==> config.mk <==
export PLATFORM = sky130hd
export DESIGN_NAME = tx_prio_arb
export DESIGN_NICKNAME = d
export VERILOG_FILES = /design/src/rtl/txarb_pkg.sv /design/src/rtl/txarb_pick.sv /design/src/rtl/txarb_sched.sv /design/src/rtl/txarb_bank.sv /design/src/rtl/tx_prio_arb.sv
export SDC_FILE = /design/constraint.sdc
export NUM_CORES = 1
export LEC_CHECK = 0
export CELL_PAD_IN_SITES_DETAIL_PLACEMENT = 1
export CELL_PAD_IN_SITES_GLOBAL_PLACEMENT = 1
export CORE_MARGIN = 2
export CORE_UTILIZATION = 49
export DETAILED_ROUTE_END_ITERATION = 10
export PLACE_DENSITY_LB_ADDON = 0.1
export RECOVER_POWER = 25
export SETUP_SLACK_MARGIN = 0.05
export SLEW_MARGIN = 10
export SYNTH_ARGS = -nofsm -noshare
export SYNTH_HDL_FRONTEND = slang
export SYNTH_SLANG_ARGS = --single-unit
==> constraint.sdc <==
create_clock -name clk -period 7.2 [get_ports clk]
set_input_delay 1.44 -clock clk [delete_from_list [all_inputs] [get_ports clk]]
set_output_delay 1.44 -clock clk [all_outputs]
set_load 0.02 [all_outputs]
==> src/rtl/txarb_pkg.sv <==
package txarb_pkg;
  localparam int MODE_W = 3;
  localparam int PRIO_W = 4;
  localparam int DLC_W  = 4;

  localparam logic [2:0] SEL_MODE = 3'd0;
  localparam logic [2:0] SEL_ID   = 3'd1;
  localparam logic [2:0] SEL_DLO  = 3'd2;
  localparam logic [2:0] SEL_DHI  = 3'd3;
  localparam logic [2:0] SEL_CTRL = 3'd4;

  localparam logic [MODE_W-1:0] MODE_OFF = 3'd0;
  localparam logic [MODE_W-1:0] MODE_TX  = 3'd3;

  localparam int MODE_LSB = 24;
  localparam int PRIO_LSB = 16;
  localparam int DLC_LSB  = 16;
  localparam int RTR_BIT  = 20;
  localparam int ABRQ_BIT = 22;
  localparam int XFER_BIT = 23;

  typedef struct packed {
    logic [31:0]      id;
    logic [DLC_W-1:0] dlc;
    logic             rtr;
    logic [63:0]      data;
  } frame_t;
endpackage

==> src/rtl/txarb_pick.sv <==
module txarb_pick #(
  parameter int N = 4,
  parameter int PW = 4,
  localparam int IW = (N > 1) ? $clog2(N) : 1
) (
  input  logic [N-1:0]         elig,
  input  logic [N-1:0][PW-1:0] prio,
  output logic                 any,
  output logic [IW-1:0]        win
);
  logic [PW-1:0] best;

  // strict less-than keeps the earlier (lower) index on a tie
  always_comb begin
    any  = 1'b0;
    win  = '0;
    best = '1;
    for (int i = 0; i < N; i++) begin
      if (elig[i] && (!any || (prio[i] < best))) begin
        any  = 1'b1;
        win  = IW'(i);
        best = prio[i];
      end
    end
  end
endmodule

==> src/rtl/txarb_sched.sv <==
module txarb_sched #(
  parameter int N = 4,
  localparam int IW = (N > 1) ? $clog2(N) : 1
) (
  input  logic          clk,
  input  logic          rst_n,
  input  logic          any,
  input  logic [IW-1:0] win,
  input  logic          eng_done,
  input  logic          eng_abort,
  output logic          launch,
  output logic          fin,
  output logic          fin_abort,
  output logic          busy,
  output logic [IW-1:0] cur,
  output logic          start
);
  logic          busy_q, busy_d;
  logic [IW-1:0] cur_q, cur_d;
  logic          start_q, start_d;

  assign launch    = !busy_q && any;
  assign fin       = busy_q && (eng_done || eng_abort);
  assign fin_abort = busy_q && eng_abort;

  always_comb begin
    busy_d  = busy_q;
    cur_d   = cur_q;
    start_d = launch;
    if (launch) begin
      busy_d = 1'b1;
      cur_d  = win;
    end else if (fin) begin
      busy_d = 1'b0;
    end
  end

  always_ff @(posedge clk or negedge rst_n) begin
    if (!rst_n) begin
      busy_q  <= 1'b0;
      cur_q   <= '0;
      start_q <= 1'b0;
    end else begin
      busy_q  <= busy_d;
      cur_q   <= cur_d;
      start_q <= start_d;
    end
  end

  assign busy  = busy_q;
  assign cur   = cur_q;
  assign start = start_q;
endmodule

==> src/rtl/txarb_bank.sv <==
module txarb_bank
  import txarb_pkg::*;
#(
  parameter int N = 4,
  localparam int IW = (N > 1) ? $clog2(N) : 1
) (
  input  logic                     clk,
  input  logic                     rst_n,
  input  logic                     cfg_we,
  input  logic [IW-1:0]            cfg_mb,
  input  logic [2:0]               cfg_sel,
  input  logic [31:0]              cfg_wdata,
  input  logic                     busy,
  input  logic [IW-1:0]            cur,
  input  logic                     launch,
  input  logic [IW-1:0]            win,
  input  logic                     fin,
  input  logic                     fin_abort,
  output logic [N-1:0]             elig,
  output logic [N-1:0][PRIO_W-1:0] prio,
  output frame_t [N-1:0]           frames,
  output logic [N-1:0]             ready,
  output logic [N-1:0]             aborted,
  output logic [N-1:0]             irq_loc
);
  for (genvar g = 0; g < N; g++) begin : g_mb
    logic [MODE_W-1:0] mode_q, mode_d;
    logic [PRIO_W-1:0] prio_q, prio_d;
    frame_t            frm_q, frm_d;
    logic              pend_q, pend_d;
    logic              rdy_q, rdy_d;
    logic              abf_q, abf_d;
    logic              irq_q, irq_d;
    logic              hit, own, pick, done_here, xfer, cancel;

    assign hit       = cfg_we && (cfg_mb == IW'(g));
    assign own       = busy && (cur == IW'(g));
    assign pick      = launch && (win == IW'(g));
    assign done_here = fin && (cur == IW'(g));
    assign xfer      = hit && (cfg_sel == SEL_CTRL) && cfg_wdata[XFER_BIT]
                       && (mode_q == MODE_TX) && rdy_q;
    assign cancel    = hit && (cfg_sel == SEL_CTRL) && cfg_wdata[ABRQ_BIT]
                       && pend_q && !own && !pick;

    always_comb begin
      mode_d = mode_q;
      prio_d = prio_q;
      frm_d  = frm_q;
      pend_d = pend_q;
      rdy_d  = rdy_q;
      abf_d  = abf_q;
      irq_d  = done_here || cancel;
      if (hit && (cfg_sel == SEL_MODE)) begin
        mode_d = cfg_wdata[MODE_LSB +: MODE_W];
        prio_d = cfg_wdata[PRIO_LSB +: PRIO_W];
      end
      if (hit && (cfg_sel == SEL_ID) && (mode_q == MODE_OFF))
        frm_d.id = cfg_wdata;
      if (hit && (cfg_sel == SEL_DLO) && !pend_q)
        frm_d.data[31:0] = cfg_wdata;
      if (hit && (cfg_sel == SEL_DHI) && !pend_q)
        frm_d.data[63:32] = cfg_wdata;
      if (xfer) begin
        frm_d.dlc = cfg_wdata[DLC_LSB +: DLC_W];
        frm_d.rtr = cfg_wdata[RTR_BIT];
        pend_d    = 1'b1;
        rdy_d     = 1'b0;
        abf_d     = 1'b0;
      end
      if (cancel) begin
        pend_d = 1'b0;
        rdy_d  = 1'b1;
        abf_d  = 1'b1;
      end
      if (done_here) begin
        pend_d = 1'b0;
        rdy_d  = 1'b1;
        abf_d  = fin_abort;
      end
    end

    always_ff @(posedge clk or negedge rst_n) begin
      if (!rst_n) begin
        mode_q <= MODE_OFF;
        prio_q <= '0;
        frm_q  <= '0;
        pend_q <= 1'b0;
        rdy_q  <= 1'b1;
        abf_q  <= 1'b0;
        irq_q  <= 1'b0;
      end else begin
        mode_q <= mode_d;
        prio_q <= prio_d;
        frm_q  <= frm_d;
        pend_q <= pend_d;
        rdy_q  <= rdy_d;
        abf_q  <= abf_d;
        irq_q  <= irq_d;
      end
    end

    assign elig[g]    = pend_q && (mode_q == MODE_TX);
    assign prio[g]    = prio_q;
    assign frames[g]  = frm_q;
    assign ready[g]   = rdy_q;
    assign aborted[g] = abf_q;
    assign irq_loc[g] = irq_q;
  end
endmodule

==> src/rtl/tx_prio_arb.sv <==
module tx_prio_arb
  import txarb_pkg::*;
#(
  parameter int N = 4,
  parameter int FIRST_MB = 12,
  parameter int TOTAL_MB = 16,
  localparam int IW = (N > 1) ? $clog2(N) : 1
) (
  input  logic             clk,
  input  logic             rst_n,
  input  logic             cfg_we,
  input  logic [IW-1:0]    cfg_mb,
  input  logic [2:0]       cfg_sel,
  input  logic [31:0]      cfg_wdata,
  output logic             eng_start,
  output logic [IW-1:0]    eng_mb,
  output logic [31:0]      eng_id,
  output logic [DLC_W-1:0] eng_dlc,
  output logic             eng_rtr,
  output logic [63:0]      eng_data,
  input  logic             eng_done,
  input  logic             eng_abort,
  output logic [N-1:0]     mb_ready,
  output logic [N-1:0]     mb_aborted,
  output logic [TOTAL_MB-1:0] irq
);
  logic [N-1:0]             elig;
  logic [N-1:0][PRIO_W-1:0] prio;
  frame_t [N-1:0]           frames;
  logic [N-1:0]             irq_loc;
  logic                     any, launch, fin, fin_abort, busy;
  logic [IW-1:0]            win, cur;
  frame_t                   sel_frame;

  txarb_bank #(.N(N)) u_bank (
    .clk(clk), .rst_n(rst_n),
    .cfg_we(cfg_we), .cfg_mb(cfg_mb), .cfg_sel(cfg_sel), .cfg_wdata(cfg_wdata),
    .busy(busy), .cur(cur), .launch(launch), .win(win),
    .fin(fin), .fin_abort(fin_abort),
    .elig(elig), .prio(prio), .frames(frames),
    .ready(mb_ready), .aborted(mb_aborted), .irq_loc(irq_loc)
  );

  txarb_pick #(.N(N), .PW(PRIO_W)) u_pick (
    .elig(elig), .prio(prio), .any(any), .win(win)
  );

  txarb_sched #(.N(N)) u_sched (
    .clk(clk), .rst_n(rst_n), .any(any), .win(win),
    .eng_done(eng_done), .eng_abort(eng_abort),
    .launch(launch), .fin(fin), .fin_abort(fin_abort),
    .busy(busy), .cur(cur), .start(eng_start)
  );

  assign sel_frame = frames[cur];
  assign eng_mb    = cur;
  assign eng_id    = sel_frame.id;
  assign eng_dlc   = sel_frame.dlc;
  assign eng_rtr   = sel_frame.rtr;
  assign eng_data  = sel_frame.data;

  for (genvar b = 0; b < TOTAL_MB; b++) begin : g_irq
    if ((b >= FIRST_MB) && (b < FIRST_MB + N)) begin : g_tx
      assign irq[b] = irq_loc[b - FIRST_MB];
    end else begin : g_other
      assign irq[b] = 1'b0;
    end
  end
endmodule

==> results of run 1 <==
## worst register-to-register path, cell delays in order, from the launching register on
cell	delay, ns
dfrtp_1	0.46
nand4b_4	0.23
nor2_1	0.19
ha_1	0.28
and3b_1	0.18
a31oi_1	0.18
and2_1	0.22
o21ai_0	0.11
a21oi_2	0.45
mux2i_1	0.33
ha_1	0.29
a211oi_1	0.24
nand2_1	0.14
a21oi_2	0.22
o21a_2	0.27
nand2_1	0.08
o21a_1	0.11
ha_1	0.30
a21o_1	0.16
a21o_1	0.19
a21o_1	0.19
or3_1	0.36
o211ai_1	0.39
o31a_1	0.25
nor2_1	0.07
## layout make-up
type,instances,area (µm²),share of cell area
flip-flops and latches,452,11300,0.473
multi-input cells,723,8330,0.348
repair buffers,177,1760,0.0736
clock buffers,75,1540,0.0643
well taps,532,666,0.0278
clock inverters,14,250,0.0105
inverters,14,52.6,0.00220
diodes,3,7.51,0.000314
## cell families (layout without fill, tap and decap cells)
group                      Yosys count  in the layout  synth area share
AOI/OAI and AO/OA                   55             55            0.0196
adders and majority gates            7              7           0.00433
buffers and inverters              144            280            0.0315
DFF                                452            452             0.560
muxes                              531            531             0.352
other                                1             15          0.000186
and+or+nand+nor                    118            118            0.0326
## state kept, by name, indices dropped and copies added (netlist names)
signal              cells
u_bank.g_mb.rdy_q       4
u_bank.g_mb.mode_q     12
u_sched.busy            1
u_bank.g_mb.abf_q       4
u_sched.start           1
u_bank.g_mb.prio_q     16
u_bank.g_mb.pend_q      4
u_bank.g_mb.irq_q       4
u_sched.cur             2
u_bank.frames         404
## cell usage in the layout (no fill, tap or decap), types with 3 or more instances in the layout
cell type,n
a21o_1,6
a21oi_1,6
a31oi_1,5
buf_12,3
buf_4,17
bufinv_16,7
clkbuf_1,9
clkbuf_16,53
clkbuf_8,13
clkdlybuf4s50_1,155
clkinv_2,5
conb_1,12
dfrtp_1,446
dfstp_2,4
diode_2,3
ha_1,7
inv_1,14
mux2_1,12
mux2_2,416
mux4_2,101
nand2_1,30
nand2_2,4
nand2b_1,3
nand3_1,9
nand3b_1,5
nand4_1,4
nand4b_1,3
nor2_1,23
nor3_1,6
nor3b_1,3
o21a_1,6
o21ai_0,11
or3_2,6
## per-stage QoR
step	instances	cell area (µm²)	hold slack, ns
after floorplan	1319	20300	0.433
after global placement	1898	22100	0.445
after detailed placement	1898	22100	0.463
after CTS	1987	23900	0.476
after global routing	1987	23900	0.500
final	1990	23900	0.475
## how the worst max path moves through the flow
stage                            end  slack, ns  cells past startpoint
2_1_floorplan   u_bank.g_mb[1].abf_q       2.03                     23
6_report       u_bank.g_mb[0].pend_q       1.20                     24
3_5_place_dp   u_bank.g_mb[2].pend_q       1.32                     24
5_1_grt           u_bank.frames[160]       0.48                      1
4_1_cts        u_bank.g_mb[2].pend_q       1.23                     24
3_3_place_gp   u_bank.g_mb[2].pend_q       1.57                     23
## power groups by stage
| stage | Combinational (µW) | Clock (µW) | Sequential [µW] |
|---|---|---|---|
| CTS | 1360 | 2800 | 3250 |
| floorplan | 890 | 0 | 3180 |
| global route | 1430 | 2910 | 3310 |
| finish | 1340 | 2740 | 3250 |
| detailed placement | 1350 | 0 | 3290 |
| global placement | 1310 | 0 | 3260 |
## per-layer routing
| layer | wire [µm] | track usage | share of wire | up-vias |
|---|---|---|---|---|
| li1 | - | - | - | 5018 |
| met1 | 22400 | 0.336 | 0.44 | 6383 |
| met2 | 24700 | 0.390 | 0.49 | 208 |
| met3 | 2290 | 0.0470 | 0.045 | 72 |
| met4 | 992 | 0.0613 | 0.020 | 2 |
| met5 | 11 | 0 | 0.00022 | - |
==> reports/qor.csv, run 1 <==
metric,value,unit
Critical Path RT,7.67,ns
initial antenna violation count,2,
Rows,74,
DR vias,11683,
Yosys top cell area share,0.555,
Yosys Warn Count,0,
Die Y,207,µm
CP Cell Sequence,nand4b_4 -> nor2_1 -> ha_1 -> and3b_1 -> a31oi_1 -> and2_1 -> o21ai_0 -> a21oi_2 -> mux2i_1 -> ha_1 -> a211oi_1 -> nand2_1 -> a21oi_2 -> o21a_2 -> nand2_1 -> o21a_1 -> ha_1 -> a21o_1 -> a21o_1 -> a21o_1 -> or3_1 -> o211ai_1 -> o31a_1 -> nor2_1,
worst clock skew,0.00874,ns
routed wire length,50500,µm
fillers,3738,
Internal Power,5480,µW
CP top delay family,compound AO/OA/AOI/OAI gates,
clk root buf,clkbuf_16,
worst r2r src,u_bank.g_mb[0].pend_q,
crit path max fanout,9,
worst hold start,u_bank.frames[267],
Die ar.,42900,µm²
most frequent cell after synthesis,dfrtp_1,
CTS H-tree lvls,2,
Setup TNS Final,0,ns
Final min period,6.00,ns
final hold violations,0,
Iter 0 DRT Violations,486,
vias in the first global route,12800,
"Remaining Overflow, GRT",0,
WL/cell,25.4,µm
final setup margin,1.20,ns
Synth-to-Final Area Change,18.4,%
Post-synth EDFFs,0,
nets@finish,1467,
worst reg2reg path depth,24,
Via-to-Cell Ratio,5.87,
Post CTS Setup Buffer Count,0,
Synth area leaders,"dfrtp_1, mux2_2, mux4_2",
worst hold path depth,2,
violated checks,"max-capacitance violations, max-slew violations",
Psw,1850,µW
Worst Setup SP,u_bank.g_mb[0].pend_q,
Synth area leader,dfrtp_1,
layout cells sized above 1,0.445,
Die Wd,207,µm
number of setup violations in the final report,0,
prevailing post-synth register cell,dfrtp_1,
Setup CP Type,flip-flop to flip-flop,
Post-Syn Instances,1308,
GRT Overall Usage,0.241,
final routed DRC violation total,0,
max cap viols,1,
dpl ws,1.32,ns
"Data arrival, critical path",6.47,ns
cell area after synthesis,20200,µm²
Syn Area/Cell,15.5,µm²
Seq cells post-synth,452,
IO Pins,170,
TritonRoute pass-1 iters,5,
Total Power,7330,µW
Seq pwr share,0.444,
sequential area share after synthesis,0.560,
Logic pwr share,0.182,
VDD IR max,213,µV
Worst Hold End,u_bank.frames[267],
Post-synth ARST share,1.00,
CTS Buf Count,50,
largest net degree at the start of global routing,177,
RD Place Congestion,0.841,
first-pass GRT wire length,79500,µm
Commonest cells post-synth,"dfrtp_1, mux2_2, mux4_2",
FMAX,167,MHz
worst slew pin tran,5.09,ns
"Slowest-stage cell, CP",dfrtp_1,
Slew Limit Headroom,-2.40,
Clock Latency Late Sink,0.59,ns
WP buf/inv,0,
CTS tree,built,
Switching Fraction,0.252,
static leakage,0.0107,µW
RSZ-0062 raised after global routing,false,
initial core utilization,0.496,
crit share post-route,0.833,
Yosys cell types,57,
ANT nets after route,0,
fin. max-slew vios,111,
Core Region,40700,µm²
kind of end point of the critical path,flip-flop,
critical path launch point type,flip-flop,
clock share of power,0.374,
post-CTS sizing,0,
fin util,0.587,
max incr delay on CP,0.46,ns
r2r setup slk,1.20,ns
# clock sinks,452,
hold bufs inserted after CTS,0,
R2R Path End,u_bank.g_mb[0].pend_q,
"Reg clk slew, reported paths",0.06,ns
Clock Path Buffers,3,
PwrDens,306,nW/µm²
Hold WC Path Type,flip-flop to flip-flop,
IO Port Bufs,157,
result of the run,"finished, violations left",
HPWL Detailed,30400,µm
Power figures use the tool's default switching activity.
==> inputs of run 2 (changes only) <==
--- a/config.mk
+++ b/config.mk
@@ -8,7 +8,7 @@
 export CELL_PAD_IN_SITES_DETAIL_PLACEMENT = 1
 export CELL_PAD_IN_SITES_GLOBAL_PLACEMENT = 1
 export CORE_MARGIN = 2
-export CORE_UTILIZATION = 49
+export CORE_UTILIZATION = 44
 export DETAILED_ROUTE_END_ITERATION = 10
 export PLACE_DENSITY_LB_ADDON = 0.1
 export RECOVER_POWER = 25
==> constraint.sdc (replaced) <==
create_clock -name clk -period 5.01 [get_ports clk]
set_input_delay 1.002 -clock clk [delete_from_list [all_inputs] [get_ports clk]]
set_output_delay 1.002 -clock clk [all_outputs]
set_load 0.02 [all_outputs]
==> reports/qor.csv, run 2 (synthesized netlist as in run 1, its figures left out) <==
metric,value,unit,change
result of the run,"finished, violations left",,
violated checks,"max-capacitance violations, max-slew violations, negative setup slack",,
Clock Latency Late Sink,0.58,ns,about the same
IO Port Bufs,157,,unchanged
"Data arrival, critical path",5.63,ns,-0.84 ns
Die Y,218,µm,+5.4%
CP top delay family,compound AO/OA/AOI/OAI gates,,
WP buf/inv,3,,+3
most frequent cells in the layout,"dfrtp_1, mux2_2, clkdlybuf4s50_1",,
worst hold path depth,2,,unchanged
R2R Path End,u_bank.g_mb[0].rdy_q,,
CTS tree,built,,
CTS H-tree lvls,2,,unchanged
ANT cells,0,,-3
final hold violations,0,,unchanged
Psw,2650,µW,+43%
Die Wd,218,µm,+5.4%
initial antenna violation count,1,,-1
Seq pwr share,0.455,,+0.011
first-pass GRT wire length,80500,µm,+1.2%
r2r setup slk,-0.10,ns,-1.30 ns
Critical Path RT,5.53,ns,-2.14 ns
crit path max fanout,4,,-5
Rows,78,,+5.4%
worst slew pin tran,2.42,ns,-2.68 ns
Setup CP Type,flip-flop to flip-flop,,
Synth-to-Final Area Change,20.5,%,
dpl cells,1994,,+5.1%
TritonRoute pass-1 iters,7,,+2
ANT nets after route,0,,unchanged
final routed DRC violation total,0,,unchanged
HPWL Detailed,32000,µm,+5.2%
Internal Power,7610,µW,+39%
RSZ-0062 raised after global routing,true,,
dpl ws,-0.209,ns,-1.53 ns
worst hold start,u_bank.frames[269],,
Hold WC Path Type,flip-flop to flip-flop,,
routed wire length,51500,µm,+2.0%
fin. max-slew vios,228,,+110%
worst reg2reg path depth,27,,+13%
initial core utilization,0.445,,-0.0508
Logic pwr share,0.191,,+0.009
max FFs per register,404,,unchanged
Switching Fraction,0.258,,+0.00628
"Slowest-stage cell, CP",dfrtp_1,,
"Reg clk slew, reported paths",0.06,ns,about the same
Via-to-Cell Ratio,5.56,,-5.3%
DR vias,11688,,+0.043%
Worst Hold End,u_bank.frames[269],,
VDD IR max,298,µV,+40%
final setup margin,-0.102,ns,-1.30 ns
WL/cell,24.5,µm,-3.5%
RD Place Congestion,0.797,,-5.3%
clock share of power,0.355,,-0.019
hold bufs inserted after CTS,0,,unchanged
worst r2r src,u_bank.g_mb[0].mode_q[2],,
number of setup violations in the final report,11,,+11
fin cells,2102,,+5.6%
"Remaining Overflow, GRT",0,,unchanged
static leakage,0.0108,µW,+1.5%
Clock Path Buffers,3,,unchanged
Core Region,45400,µm²,+11%
max cap viols,3,,+2
Critical Path Most Common Cell,a21o_1,,
CTS Buf Count,50,,unchanged
nets@finish,1510,,+2.9%
max incr delay on CP,0.38,ns,-0.08 ns
clk root buf,clkbuf_16,,
layout cells sized above 1,0.475,,+0.0293
Die ar.,47700,µm²,+11%
PwrDens,421,nW/µm²,+37%
Final min period,5.11,ns,-0.889 ns
critical path launch point type,flip-flop,,
Slew Limit Headroom,-0.611,,+1.78
hold slack,0.464,ns,-0.0109 ns
FMAX,196,MHz,+17%
GRT Overall Usage,0.224,,-0.0171
IO Pins,170,,unchanged
"commonest non-fill, non-tap cell in the layout",dfrtp_1,,
worst clock skew,0.0237,ns,+0.0149 ns
vias in the first global route,13111,,+2.4%
crit share post-route,1.02,,+0.187
largest net degree at the start of global routing,106,,-40%
Iter 0 DRT Violations,475,,-2.3%
# clock sinks,452,,unchanged
kind of end point of the critical path,flip-flop,,
run 2: per-layer routing:
layer / global-route usage / wire length [µm] / vias to the layer above / share of wire
li1: - / - / 5100 / -
met1: 0.306 / 22900 / 6313 / 0.44
met2: 0.370 / 25100 / 208 / 0.49
met3: 0.0399 / 2300 / 67 / 0.045
met4: 0.0608 / 1130 / 0 / 0.022
met5: 0 / 0 / - / 0
run 2: power groups by stage:
stage | clock network (µW) | registers, µW | logic (µW)
6_report | 3640 | 4670 | 1960
5_1_grt | 3890 | 4750 | 2100
4_1_cts | 3750 | 4660 | 1990
3_5_place_dp | 0 | 4720 | 1970
3_3_place_gp | 0 | 4680 | 1930
2_1_floorplan | 0 | 4580 | 1280
run 2: stage by stage:
step	TNS (ns)	power [µW]	area, µm²	utilization
2_1_floorplan	-0.263	5860	20300	-
4_1_cts	-0.0135	10400	24300	0.535
3_3_place_gp	-0.00734	6610	22500	0.496
5_1_grt	-5.02	10700	24400	0.537
6_report	-0.659	10300	24400	0.537
3_5_place_dp	-2.00	6690	22500	0.496
run 2: area by class of cell:
class | instances | area, µm²
clock buffer | 81 | 1560
clock inverter | 12 | 85.1
fill | 4274 | 21000
inverter | 14 | 52.6
multi-input combinational | 723 | 8510
sequential | 452 | 11300
tap | 600 | 751
timing repair buffer | 220 | 2080
run 2: what timing repair did:
item	CTS	global route
cloned	0	0
setup buffers	9	6
pin swaps	13	6
setup endpoints to repair	18	18
resized for setup	11	14
run 2: worst min-delay path, delay by kind of cell, from the launching register on:
| family | cells | cell delay, ns |
|---|---|---|
| DFF | 1 | 0.34 |
| and+or+nand+nor | 2 | 0.09 |
run 2: how the worst max path moves through the flow:
stage / startpoint / to / slack [ns] / cells after the start
after CTS: u_bank.g_mb[0].mode_q[2] / u_bank.g_mb[1].abf_q / -0.01 / 26
final: u_bank.g_mb[0].mode_q[2] / u_bank.g_mb[0].rdy_q / -0.10 / 27
after detailed placement: u_bank.g_mb[0].mode_q[2] / u_bank.g_mb[3].rdy_q / -0.21 / 26
after floorplan: u_bank.g_mb[0].mode_q[2] / u_bank.g_mb[1].abf_q / -0.08 / 23
after global routing: u_bank.g_mb[0].mode_q[2] / u_bank.g_mb[0].rdy_q / -0.39 / 27
after global placement: u_bank.g_mb[0].mode_q[2] / u_bank.g_mb[3].rdy_q / -0.007 / 24
